### src/rtl/tpfc_pkg.sv
package tpfc_pkg;
   // registered gate bundle of the leg
   typedef struct packed {
      logic hi;
      logic lo;
      logic pos;
      logic neg;
   } gate_set_t;

   // channel roles inside the break-time stage
   localparam int unsigned CH_BOOST = 0;
   localparam int unsigned CH_FREE  = 1;
   localparam int unsigned N_CH     = 2;
endpackage

### src/rtl/tpfc_carrier.sv
module tpfc_carrier #(
   parameter int unsigned HALF_CNT = 625,
   parameter int unsigned CW       = 10
) (
   input  logic          clk,
   input  logic          rst_n,
   output logic [CW-1:0] cnt,
   output logic          up,
   output logic          boundary
);
   if (HALF_CNT < 2) begin : g_bad_half
      $error("HALF_CNT must be at least 2");
   end
   if ((1 << CW) <= HALF_CNT) begin : g_bad_cw
      $error("CW too narrow for HALF_CNT");
   end

   always_ff @(posedge clk or negedge rst_n) begin
      if (!rst_n) begin
         cnt <= '0;
         up  <= 1'b1;
      end else if (up) begin
         if (cnt == CW'(HALF_CNT - 1)) begin
            cnt <= CW'(HALF_CNT);
            up  <= 1'b0;
         end else begin
            cnt <= cnt + 1'b1;
         end
      end else begin
         cnt <= cnt - 1'b1;
         if (cnt == CW'(1)) up <= 1'b1;
      end
   end

   // the period starts whenever the carrier sits at zero
   assign boundary = (cnt == '0);
endmodule

### src/rtl/tpfc_strobes.sv
module tpfc_strobes #(
   parameter int unsigned HALF_CNT  = 625,
   parameter int unsigned CW        = 10,
   parameter int unsigned ADC_LEAD  = 20,
   parameter int unsigned FAST_LEAD = 35,
   parameter int unsigned SLOW_DIV  = 8
) (
   input  logic          clk,
   input  logic          rst_n,
   input  logic [CW-1:0] cnt,
   input  logic          up,
   input  logic          boundary,
   output logic          adc_trig,
   output logic          tick_fast,
   output logic          tick_slow
);
   if (ADC_LEAD >= HALF_CNT || FAST_LEAD >= HALF_CNT) begin : g_bad_lead
      $error("strobe lead must be shorter than half a period");
   end
   if (ADC_LEAD == FAST_LEAD) begin : g_bad_same
      $error("ADC and fast strobes must not coincide");
   end

   // both strobes sit on the rising slope before the peak
   assign adc_trig  = up && (cnt == CW'(HALF_CNT - ADC_LEAD));
   assign tick_fast = up && (cnt == CW'(HALF_CNT - FAST_LEAD));

   if (SLOW_DIV <= 1) begin : g_slow_direct
      assign tick_slow = tick_fast;
   end else begin : g_slow_div
      localparam int unsigned IW = $clog2(SLOW_DIV);
      logic [IW-1:0] idx;
      always_ff @(posedge clk or negedge rst_n) begin
         if (!rst_n)
            idx <= '0;
         else if (boundary)
            idx <= (idx == IW'(SLOW_DIV - 1)) ? '0 : idx + 1'b1;
      end
      // period k after reset carries idx (k+1) mod SLOW_DIV
      assign tick_slow = tick_fast && (idx == '0);
   end
endmodule

### src/rtl/tpfc_deadband.sv
module tpfc_deadband #(
   parameter int unsigned DT_W = 8
) (
   input  logic            clk,
   input  logic            rst_n,
   input  logic            raw,
   input  logic [DT_W-1:0] dt,
   output logic            ready
);
   logic [DT_W-1:0] run;

   // counts how long the raw request has been held, saturating
   always_ff @(posedge clk or negedge rst_n) begin
      if (!rst_n)
         run <= '0;
      else if (!raw)
         run <= '0;
      else if (run != '1)
         run <= run + 1'b1;
   end

   // rising edges are held back by dt, falling edges pass at once
   assign ready = raw && (run >= dt);
endmodule

### src/rtl/tpfc_gate_timer.sv
module tpfc_gate_timer #(
   parameter int unsigned HALF_CNT  = 625,
   parameter int unsigned DUTY_W    = 10,
   parameter int unsigned DT_W      = 8,
   parameter int unsigned ADC_LEAD  = 20,
   parameter int unsigned FAST_LEAD = 35,
   parameter int unsigned SLOW_DIV  = 8
) (
   input  logic              clk,
   input  logic              rst_n,
   input  logic              en,
   input  logic              fault,
   input  logic              pol,
   input  logic [DUTY_W-1:0] duty,
   input  logic [DT_W-1:0]   dead,
   output logic              gate_hi,
   output logic              gate_lo,
   output logic              rect_pos,
   output logic              rect_neg,
   output logic              adc_trig,
   output logic              tick_fast,
   output logic              tick_slow
);
   import tpfc_pkg::*;

   localparam int unsigned CW = $clog2(HALF_CNT + 1);
   localparam int unsigned WW = ((DUTY_W > CW) ? DUTY_W : CW) + 1;

   if (DT_W < 1 || DUTY_W < 1) begin : g_bad_w
      $error("widths must be positive");
   end

   logic [CW-1:0]   cnt;
   logic            up;
   logic            boundary;

   tpfc_carrier #(.HALF_CNT(HALF_CNT), .CW(CW)) i_carrier (
      .clk(clk), .rst_n(rst_n), .cnt(cnt), .up(up), .boundary(boundary)
   );

   tpfc_strobes #(
      .HALF_CNT(HALF_CNT), .CW(CW), .ADC_LEAD(ADC_LEAD),
      .FAST_LEAD(FAST_LEAD), .SLOW_DIV(SLOW_DIV)
   ) i_strobes (
      .clk(clk), .rst_n(rst_n), .cnt(cnt), .up(up), .boundary(boundary),
      .adc_trig(adc_trig), .tick_fast(tick_fast), .tick_slow(tick_slow)
   );

   // duty requests beyond the peak are limited to the peak
   logic [WW-1:0] duty_ext;
   logic [CW-1:0] duty_cl;
   assign duty_ext = {{(WW-DUTY_W){1'b0}}, duty};
   assign duty_cl  = (duty_ext > WW'(HALF_CNT)) ? CW'(HALF_CNT) : duty_ext[CW-1:0];

   // settings are taken at the carrier zero only
   logic [CW-1:0]   duty_l;
   logic [DT_W-1:0] dt_l;
   logic [DT_W-1:0] blank;
   logic            pol_l;

   always_ff @(posedge clk or negedge rst_n) begin
      if (!rst_n) begin
         duty_l <= '0;
         dt_l   <= '0;
         pol_l  <= 1'b1;
         blank  <= '0;
      end else begin
         if (boundary) begin
            duty_l <= duty_cl;
            dt_l   <= dead;
            pol_l  <= pol;
         end
         // a role swap opens a break window of one dead time
         if (boundary && (pol != pol_l))
            blank <= dead;
         else if (blank != '0)
            blank <= blank - 1'b1;
      end
   end

   // centred pulse, high while carrier + duty exceeds the peak
   logic [CW:0] level;
   logic        pwm;
   assign level = {1'b0, cnt} + {1'b0, duty_l};
   assign pwm   = level > (CW+1)'(HALF_CNT);

   logic [N_CH-1:0] raw;
   logic [N_CH-1:0] rdy;
   assign raw[CH_BOOST] = pwm;
   assign raw[CH_FREE]  = ~pwm;

   for (genvar ch = 0; ch < N_CH; ch++) begin : g_ch
      tpfc_deadband #(.DT_W(DT_W)) i_db (
         .clk(clk), .rst_n(rst_n), .raw(raw[ch]), .dt(dt_l), .ready(rdy[ch])
      );
   end

   // polarity steers roles onto the physical switches
   gate_set_t nxt, q;
   logic      allow;
   always_comb begin
      nxt.hi  = pol_l ? rdy[CH_FREE]  : rdy[CH_BOOST];
      nxt.lo  = pol_l ? rdy[CH_BOOST] : rdy[CH_FREE];
      nxt.pos = pol_l;
      nxt.neg = ~pol_l;
   end

   // shutdown paths bypass the carrier entirely
   assign allow = en && !fault && (blank == '0);

   always_ff @(posedge clk or negedge rst_n) begin
      if (!rst_n)
         q <= '0;
      else
         q <= allow ? nxt : '0;
   end

   assign gate_hi  = q.hi;
   assign gate_lo  = q.lo;
   assign rect_pos = q.pos;
   assign rect_neg = q.neg;
endmodule

### config.mk
export PLATFORM = sky130hd
export DESIGN_NAME = tpfc_gate_timer
export DESIGN_NICKNAME = d
export VERILOG_FILES = /design/src/rtl/tpfc_pkg.sv /design/src/rtl/tpfc_carrier.sv /design/src/rtl/tpfc_strobes.sv /design/src/rtl/tpfc_deadband.sv /design/src/rtl/tpfc_gate_timer.sv
export SDC_FILE = /design/constraint.sdc
export NUM_CORES = 1
export LEC_CHECK = 0
export CAP_MARGIN = 0
export CORE_ASPECT_RATIO = 1.2
export CORE_MARGIN = 1.5
export CORE_UTILIZATION = 40
export DETAILED_ROUTE_END_ITERATION = 6
export PLACE_DENSITY = 0.57
export SYNTH_ARGS = -nofsm -noshare
export SYNTH_HDL_FRONTEND = slang
export SYNTH_HIERARCHICAL = 1
export SYNTH_SLANG_ARGS = --single-unit
### constraint.sdc
create_clock -name clk -period 7.05 [get_ports clk]
set_input_delay 1.41 -clock clk [delete_from_list [all_inputs] [get_ports clk]]
set_output_delay 1.41 -clock clk [all_outputs]
set_load 0.02 [all_outputs]
==> flow_summary.json, run 1 <==
{
  "cp_data_arrival_time_ns": 2.11,
  "grt_max_degree": 39,
  "cp_max_fo": 13,
  "post-route-period-util": 0.4989,
  "rows": 39,
  "finalHoldViolations": 0,
  "clockRootBuffer": "clkbuf_16",
  "routed_wl_mm": 8.746,
  "drc": 0,
  "reg2regPathDepth": 10,
  "cts_tree": "yes",
  "synth_cell_types": 76,
  "io_buffers": 29,
  "start_kind": "flip-flop",
  "rsz0062_at_grt": "false",
  "core_area_um2": 9564,
  "switchingPower_uw": 311.4,
  "gp_congestion": 0.8240,
  "end_kind": "output pin",
  "timing.hold.ws_ns": 0.5170,
  "overflow": 0,
  "path_buf_inv": 1,
  "fmax_ghz": 0.2843,
  "clock_latency_ns": 0.34,
  "rr_startpoint": "i_carrier/cnt[0]",
  "required_ns": 5.64,
  "grt_pass1_wl_mm": 15.07,
  "crit_chain": "nand4b_4 -> nor4_1 -> clkdlybuf4s50_1",
  "synthCells": 400,
  "yosysWarnings": 6,
  "fin_tns_setup_ns": 0,
  "finalCriticalPeriod_ns": 3.517,
  "critical-path-max-stage-delay_ns": 0.69,
  "drt_iter0_drc": 157,
  "p_per_area_nw_per_um2": 251.2,
  "finalPower_uw": 1188,
  "min_to": "duty_l[5]",
  "fin_nets": 493,
  "ctsResizeCount": 0,
  "cts_buffers": 9,
  "dpl_worst_slack_ns": 3.802,
  "synth_edf_count": 0,
  "hold_buffers": 0,
  "ys_seq_elements": 61,
  "slew_headroom": 0.4103,
  "ir_worst_vdd_mv": 0.1724,
  "clock-sinks": 61,
  "hold_path.class": "flip-flop to flip-flop",
  "avgViaCountPerCell": 5.507,
  "slowest_stage": "dfstp_2",
  "synthesis.area_um2": 3936,
  "setup_viol_count_final": 0,
  "p_comb_frac": 0.162,
  "wire_per_inst_um": 15.56,
  "async_flop_share": 1.000,
  "holdPathStages": 1,
  "die_height_um": 111.7,
  "cts_buffer_depth": 2,
  "grt_usage": 0.1854,
  "die_w_um": 93.56,
  "layout.cells.non_filler": 562,
  "cts_htree_levels": 3,
  "grt_pass1_vias": 3153,
  "clock_skew_ns": 0.006697,
  "dieArea_um2": 10450,
  "power.share.switching": 0.2622,
  "antenna_found_initial": 0,
  "syn_nets": 459,
  "drive_above_1_share": 0.1321,
  "maxSlewViolCount": 0,
  "maxCapViolations": 0,
  "run_status": "completed",
  "ant_nets": 0,
  "hpwl_mm": 6.576,
  "start_util": 0.4116,
  "dp.cells": 546,
  "ys_seq_area_frac": 0.3884,
  "clk_pin_slew_ns": 0.06,
  "worstMarginPinSlew_ns": 0.8765,
  "hold_start": "duty_l[5]",
  "reg2reg_slack_ns": 3.78,
  "critical_path_class": "flip-flop to output pin",
  "p_leak_uw": 0.002064,
  "syn_to_final_growth_pct": 20.12,
  "dr.pass1.iters": 4,
  "vias": 3095,
  "avgSynthCellArea_um2": 9.841,
  "setup_ws_ns": 3.533,
  "antenna_cells": 0,
  "p_seq_frac": 0.373,
  "intPower_uw": 876.2,
  "synth_ff_type": "dfrtp_1",
  "r2r_end": "g_ch[0].i_db/run[6]",
  "clockPowerShare": 0.465,
  "crit_family": "flip-flops",
  "post_cts_buffers": 0,
  "io_pins": 30
}
state kept, by name, summed over array words and instances (netlist names), 3 cells and up:
register / count
i_carrier/cnt: 10
dt_l: 8
duty_l: 10
blank: 8
i_strobes/g_slow_div.idx: 3
g_ch.i_db/run: 16
metal layers:
layer | vias to the layer above | global-route usage | part of all wire
met5 | - | 0 | 0
met4 | 0 | 0.08557 | 0.020
met3 | 12 | 0.04235 | 0.032
met2 | 41 | 0.3034 | 0.49
met1 | 1509 | 0.2302 | 0.45
li1 | 1533 | - | -
kinds of logic after synthesis:
logic type / share of synthesized area
XOR/XNOR: 0.03783
multiplexers: 0.05118
flip-flops: 0.3884
AO/OA/AOI/OAI: 0.1812
buffers and inverters: 0.04895
adder cells (fa/ha/maj): 0.1163
AND/OR/NAND/NOR: 0.1761
cell type report:
type | instances | area [µm²]
fill | 953 | 4836
multi-input combinational | 290 | 2220
sequential | 61 | 1529
timing repair buffer | 31 | 300.3
clock buffer | 9 | 225.2
inverter | 41 | 153.9
tap | 123 | 153.9
clock inverter | 7 | 146.4
worst max-delay path by stage:
stage                                 from             endpoint  depth (start not counted)
after global routing          i_carrier/up             adc_trig                          3
after global placement    i_carrier/cnt[0]  g_ch[0].i_db/run[6]                         10
final                         i_carrier/up             adc_trig                          3
after CTS                     i_carrier/up             adc_trig                          3
after detailed placement  i_carrier/cnt[0]  g_ch[0].i_db/run[6]                         10
after floorplan           i_carrier/cnt[0]              gate_hi                         11
placed cells by master, fill, tap and decap left out, drive strengths merged, types with 8 or more instances in the layout:
master,synthesis,routed
ha,35,35
clkbuf,6,9
o21ai,25,25
inv,40,41
a21oi,22,22
nor2,25,25
nand3,10,10
mux2,14,14
a31oi,9,9
dfrtp,59,59
and3,8,8
nand2,28,28
nor3,8,8
clkdlybuf4s50,0,28
xnor2,12,12
nand4,8,8
per-stage QoR:
step                utilization  area [µm²]
finish                   0.4944        4728
global route             0.4944        4728
CTS                      0.4944        4728
detailed placement       0.4555        4357
global placement         0.4555        4357
floorplan                     -        3936
power by group through the flow:
stage	logic [µW]	registers [µW]	clock network [µW]
finish	192	443	552
global route	222	450	579
CTS	196	443	563
detailed placement	196	448	0
global placement	189	448	0
floorplan	148	435	0
cells in the mapped netlist (3+ instances only):
cell,number,share of area
a211oi_1,3,0.0057
a21o_1,5,0.0095
a21oi_1,22,0.028
a31oi_1,9,0.014
and3_1,4,0.0064
and3_2,3,0.0057
clkbuf_1,6,0.0057
dfrtp_1,59,0.38
ha_1,35,0.11
inv_1,40,0.038
mux2_2,13,0.037
mux2i_1,4,0.010
nand2_1,28,0.027
nand3_1,10,0.013
nand4_1,6,0.0095
nor2_1,24,0.023
nor2b_1,3,0.0048
nor3_1,8,0.010
nor4_1,4,0.0064
o211ai_1,4,0.0076
o21a_1,4,0.0076
o21ai_0,23,0.029
o22a_1,4,0.0089
o22ai_1,3,0.0048
xnor2_1,12,0.027
xor2_1,5,0.011
Note: power is estimated with default switching activity, not from simulation.
==> run 2: changes to the inputs <==
--- a/config.mk
+++ b/config.mk
@@ -10,7 +10,7 @@
 export CORE_MARGIN = 1.5
 export CORE_UTILIZATION = 40
 export DETAILED_ROUTE_END_ITERATION = 6
-export PLACE_DENSITY = 0.57
+export PLACE_DENSITY = 0.59
 export SYNTH_ARGS = -nofsm -noshare
 export SYNTH_HDL_FRONTEND = slang
 export SYNTH_HIERARCHICAL = 1
==> constraint.sdc (replaced) <==
create_clock -name clk -period 2.9 [get_ports clk]
set_input_delay 0.58 -clock clk [delete_from_list [all_inputs] [get_ports clk]]
set_output_delay 0.58 -clock clk [all_outputs]
set_load 0.02 [all_outputs]
==> run 2 against run 1 <==
- utilization rose by 0.65 points
- global-route usage increased by 0.50 points
- sequential power is 140% higher
- flip-flop and latch count unchanged
- critical endpoint is now tick_slow
- worst hold slack got worse by 0.29 ns
==> flow_summary.json, run 2 (synthesized netlist as in run 1, its figures left out) <==
{
  "fin_area_um2": 4791,
  "clock_skew_ns": 0.006985,
  "end_kind": "output pin",
  "avgViaCountPerCell": 5.443,
  "ir_worst_vdd_mv": 0.3899,
  "cts_tree": "yes",
  "core_area_um2": 9564,
  "setup_viol_count_final": 0,
  "grt_pass1_wl_mm": 15.35,
  "dr.pass1.iters": 4,
  "gp_congestion": 0.8076,
  "grt_max_degree": 30,
  "die_w_um": 93.56,
  "cts_htree_levels": 3,
  "r2r_end": "gate_hi",
  "worstMarginPinSlew_ns": 0.7958,
  "clock_latency_ns": 0.34,
  "crit_cells": 4,
  "switchingPower_uw": 767.6,
  "ant_nets": 0,
  "hold_path.class": "input pin to asynchronous set/reset pin",
  "crit_family": "buffers and inverters",
  "crit_chain": "buf_4 -> nand4bb_4 -> nor4_1 -> clkdlybuf4s50_1",
  "start_util": 0.4116,
  "finalCriticalPeriod_ns": 2.742,
  "rr_startpoint": "i_carrier/cnt[0]",
  "routed_wl_mm": 9.216,
  "cp_data_arrival_time_ns": 2.16,
  "slowest_stage": "clkdlybuf4s50_1",
  "start_kind": "flip-flop",
  "power.share.switching": 0.2912,
  "drive_above_1_share": 0.1722,
  "syn_to_final_growth_pct": 21.71,
  "startpoint": "i_carrier/cnt[5]",
  "fmax_ghz": 0.3646,
  "fin_tns_setup_ns": 0,
  "regMostFlops": "g_ch.i_db/run",
  "p_comb_frac": 0.185,
  "largest_reg_flops": 16,
  "path_buf_inv": 2,
  "crit_end": "tick_slow",
  "cts_buffers": 9,
  "antenna_cells": 0,
  "multiInputGateArea_um2": 2245,
  "seq_area_um2": 1529,
  "maxCapViolations": 0,
  "layout.cells.non_filler": 576,
  "io_buffers": 29,
  "rows": 39,
  "p_seq_frac": 0.410,
  "post-route-period-util": 0.9456,
  "vias": 3135,
  "clockRootBuffer": "clkbuf_16",
  "hold_buffers": 0,
  "final_util": 0.5009,
  "reg2reg_slack_ns": 0.16,
  "grt_usage": 0.1904,
  "dp.cells": 559,
  "reg2regPathDepth": 11,
  "critical_path_class": "flip-flop to output pin",
  "clockPowerShare": 0.405,
  "p_leak_uw": 0.002100,
  "layout_common_cells": "dfrtp_1, inv_1, ha_1, nand2_1, clkdlybuf4s50_1",
  "intPower_uw": 1869,
  "cp_max_fo": 8,
  "top_regs": "g_ch.i_db/run (16), duty_l (10), i_carrier/cnt (10)",
  "layout_commonest_cell": "dfrtp_1",
  "hpwl_mm": 6.946,
  "wire_per_inst_um": 16.00,
  "clk_pin_slew_ns": 0.06,
  "die_height_um": 111.7,
  "drc": 0,
  "slew_headroom": 0.4646,
  "cts_buffer_depth": 2,
  "placed_cell_area_um2": 4467,
  "drt_iter0_drc": 103,
  "clock-sinks": 61,
  "run_status": "completed",
  "finalHoldViolations": 0,
  "required_ns": 2.32,
  "maxSlewViolCount": 0,
  "fin_nets": 507,
  "antenna_found_initial": 0,
  "critical-path-max-stage-delay_ns": 0.68,
  "grt_pass1_vias": 3121,
  "overflow": 0,
  "dieArea_um2": 10450,
  "io_pins": 30,
  "p_per_area_nw_per_um2": 550.3,
  "fillers": 920,
  "timing.hold.ws_ns": 0.2314
}
run 2: what timing repair did:
item | 4_1_cts | 5_1_grt
pin swaps | 0 | 5
resized for setup | 1 | 6
buffers inserted | 0 | 1
setup endpoints to repair | 3 | 16
run 2: per-stage QoR:
| step | total power [µW] | worst slack, ns |
|---|---|---|
| CTS | 2653 | 0.007231 |
| global placement | 1553 | 0.002658 |
| detailed placement | 1576 | -0.09300 |
| global route | 2803 | -0.01098 |
| floorplan | 1416 | 0.02816 |
| finish | 2637 | 0.1576 |
run 2: power groups by stage:
stage	Clock (µW)	Combinational, µW	Sequential (µW)
3_3_place_gp	0	461	1090
5_1_grt	1130	572	1100
6_report	1070	489	1080
4_1_cts	1090	485	1080
3_5_place_dp	0	483	1090
2_1_floorplan	0	359	1060
run 2: final cells by class:
cell class / count / share of cell area
Multi-Input combinational cell: 290 / 0.4685
Sequential cell: 61 / 0.3191
Timing Repair Buffer: 45 / 0.08723
Clock buffer: 9 / 0.04701
Inverter: 41 / 0.03212
Tap cell: 123 / 0.03212
Clock inverter: 7 / 0.01384
run 2: how the worst min path moves through the flow:
stage               startpoint  cells past startpoint  slack [ns]                           to
finish                   rst_n                      1        0.23  i_strobes/g_slow_div.idx[0]
global route             rst_n                      1        0.27                    duty_l[4]
CTS                      rst_n                      1        0.24  i_strobes/g_slow_div.idx[0]
detailed placement   duty_l[0]                      1        0.50                    duty_l[0]
global placement     duty_l[0]                      1        0.49                    duty_l[0]
floorplan                rst_n                      0        0.28                     blank[0]
run 2: routing by layer:
| layer | up-vias | GRT usage | part of all wire | wire length, µm |
|---|---|---|---|---|
| li1 | 1552 | - | - | - |
| met1 | 1516 | 0.2255 | 0.42 | 3862 |
| met2 | 55 | 0.3266 | 0.54 | 4932 |
| met3 | 12 | 0.03552 | 0.024 | 225 |
| met4 | 0 | 0.09353 | 0.021 | 195 |
| met5 | - | 0 | 0 | 0 |
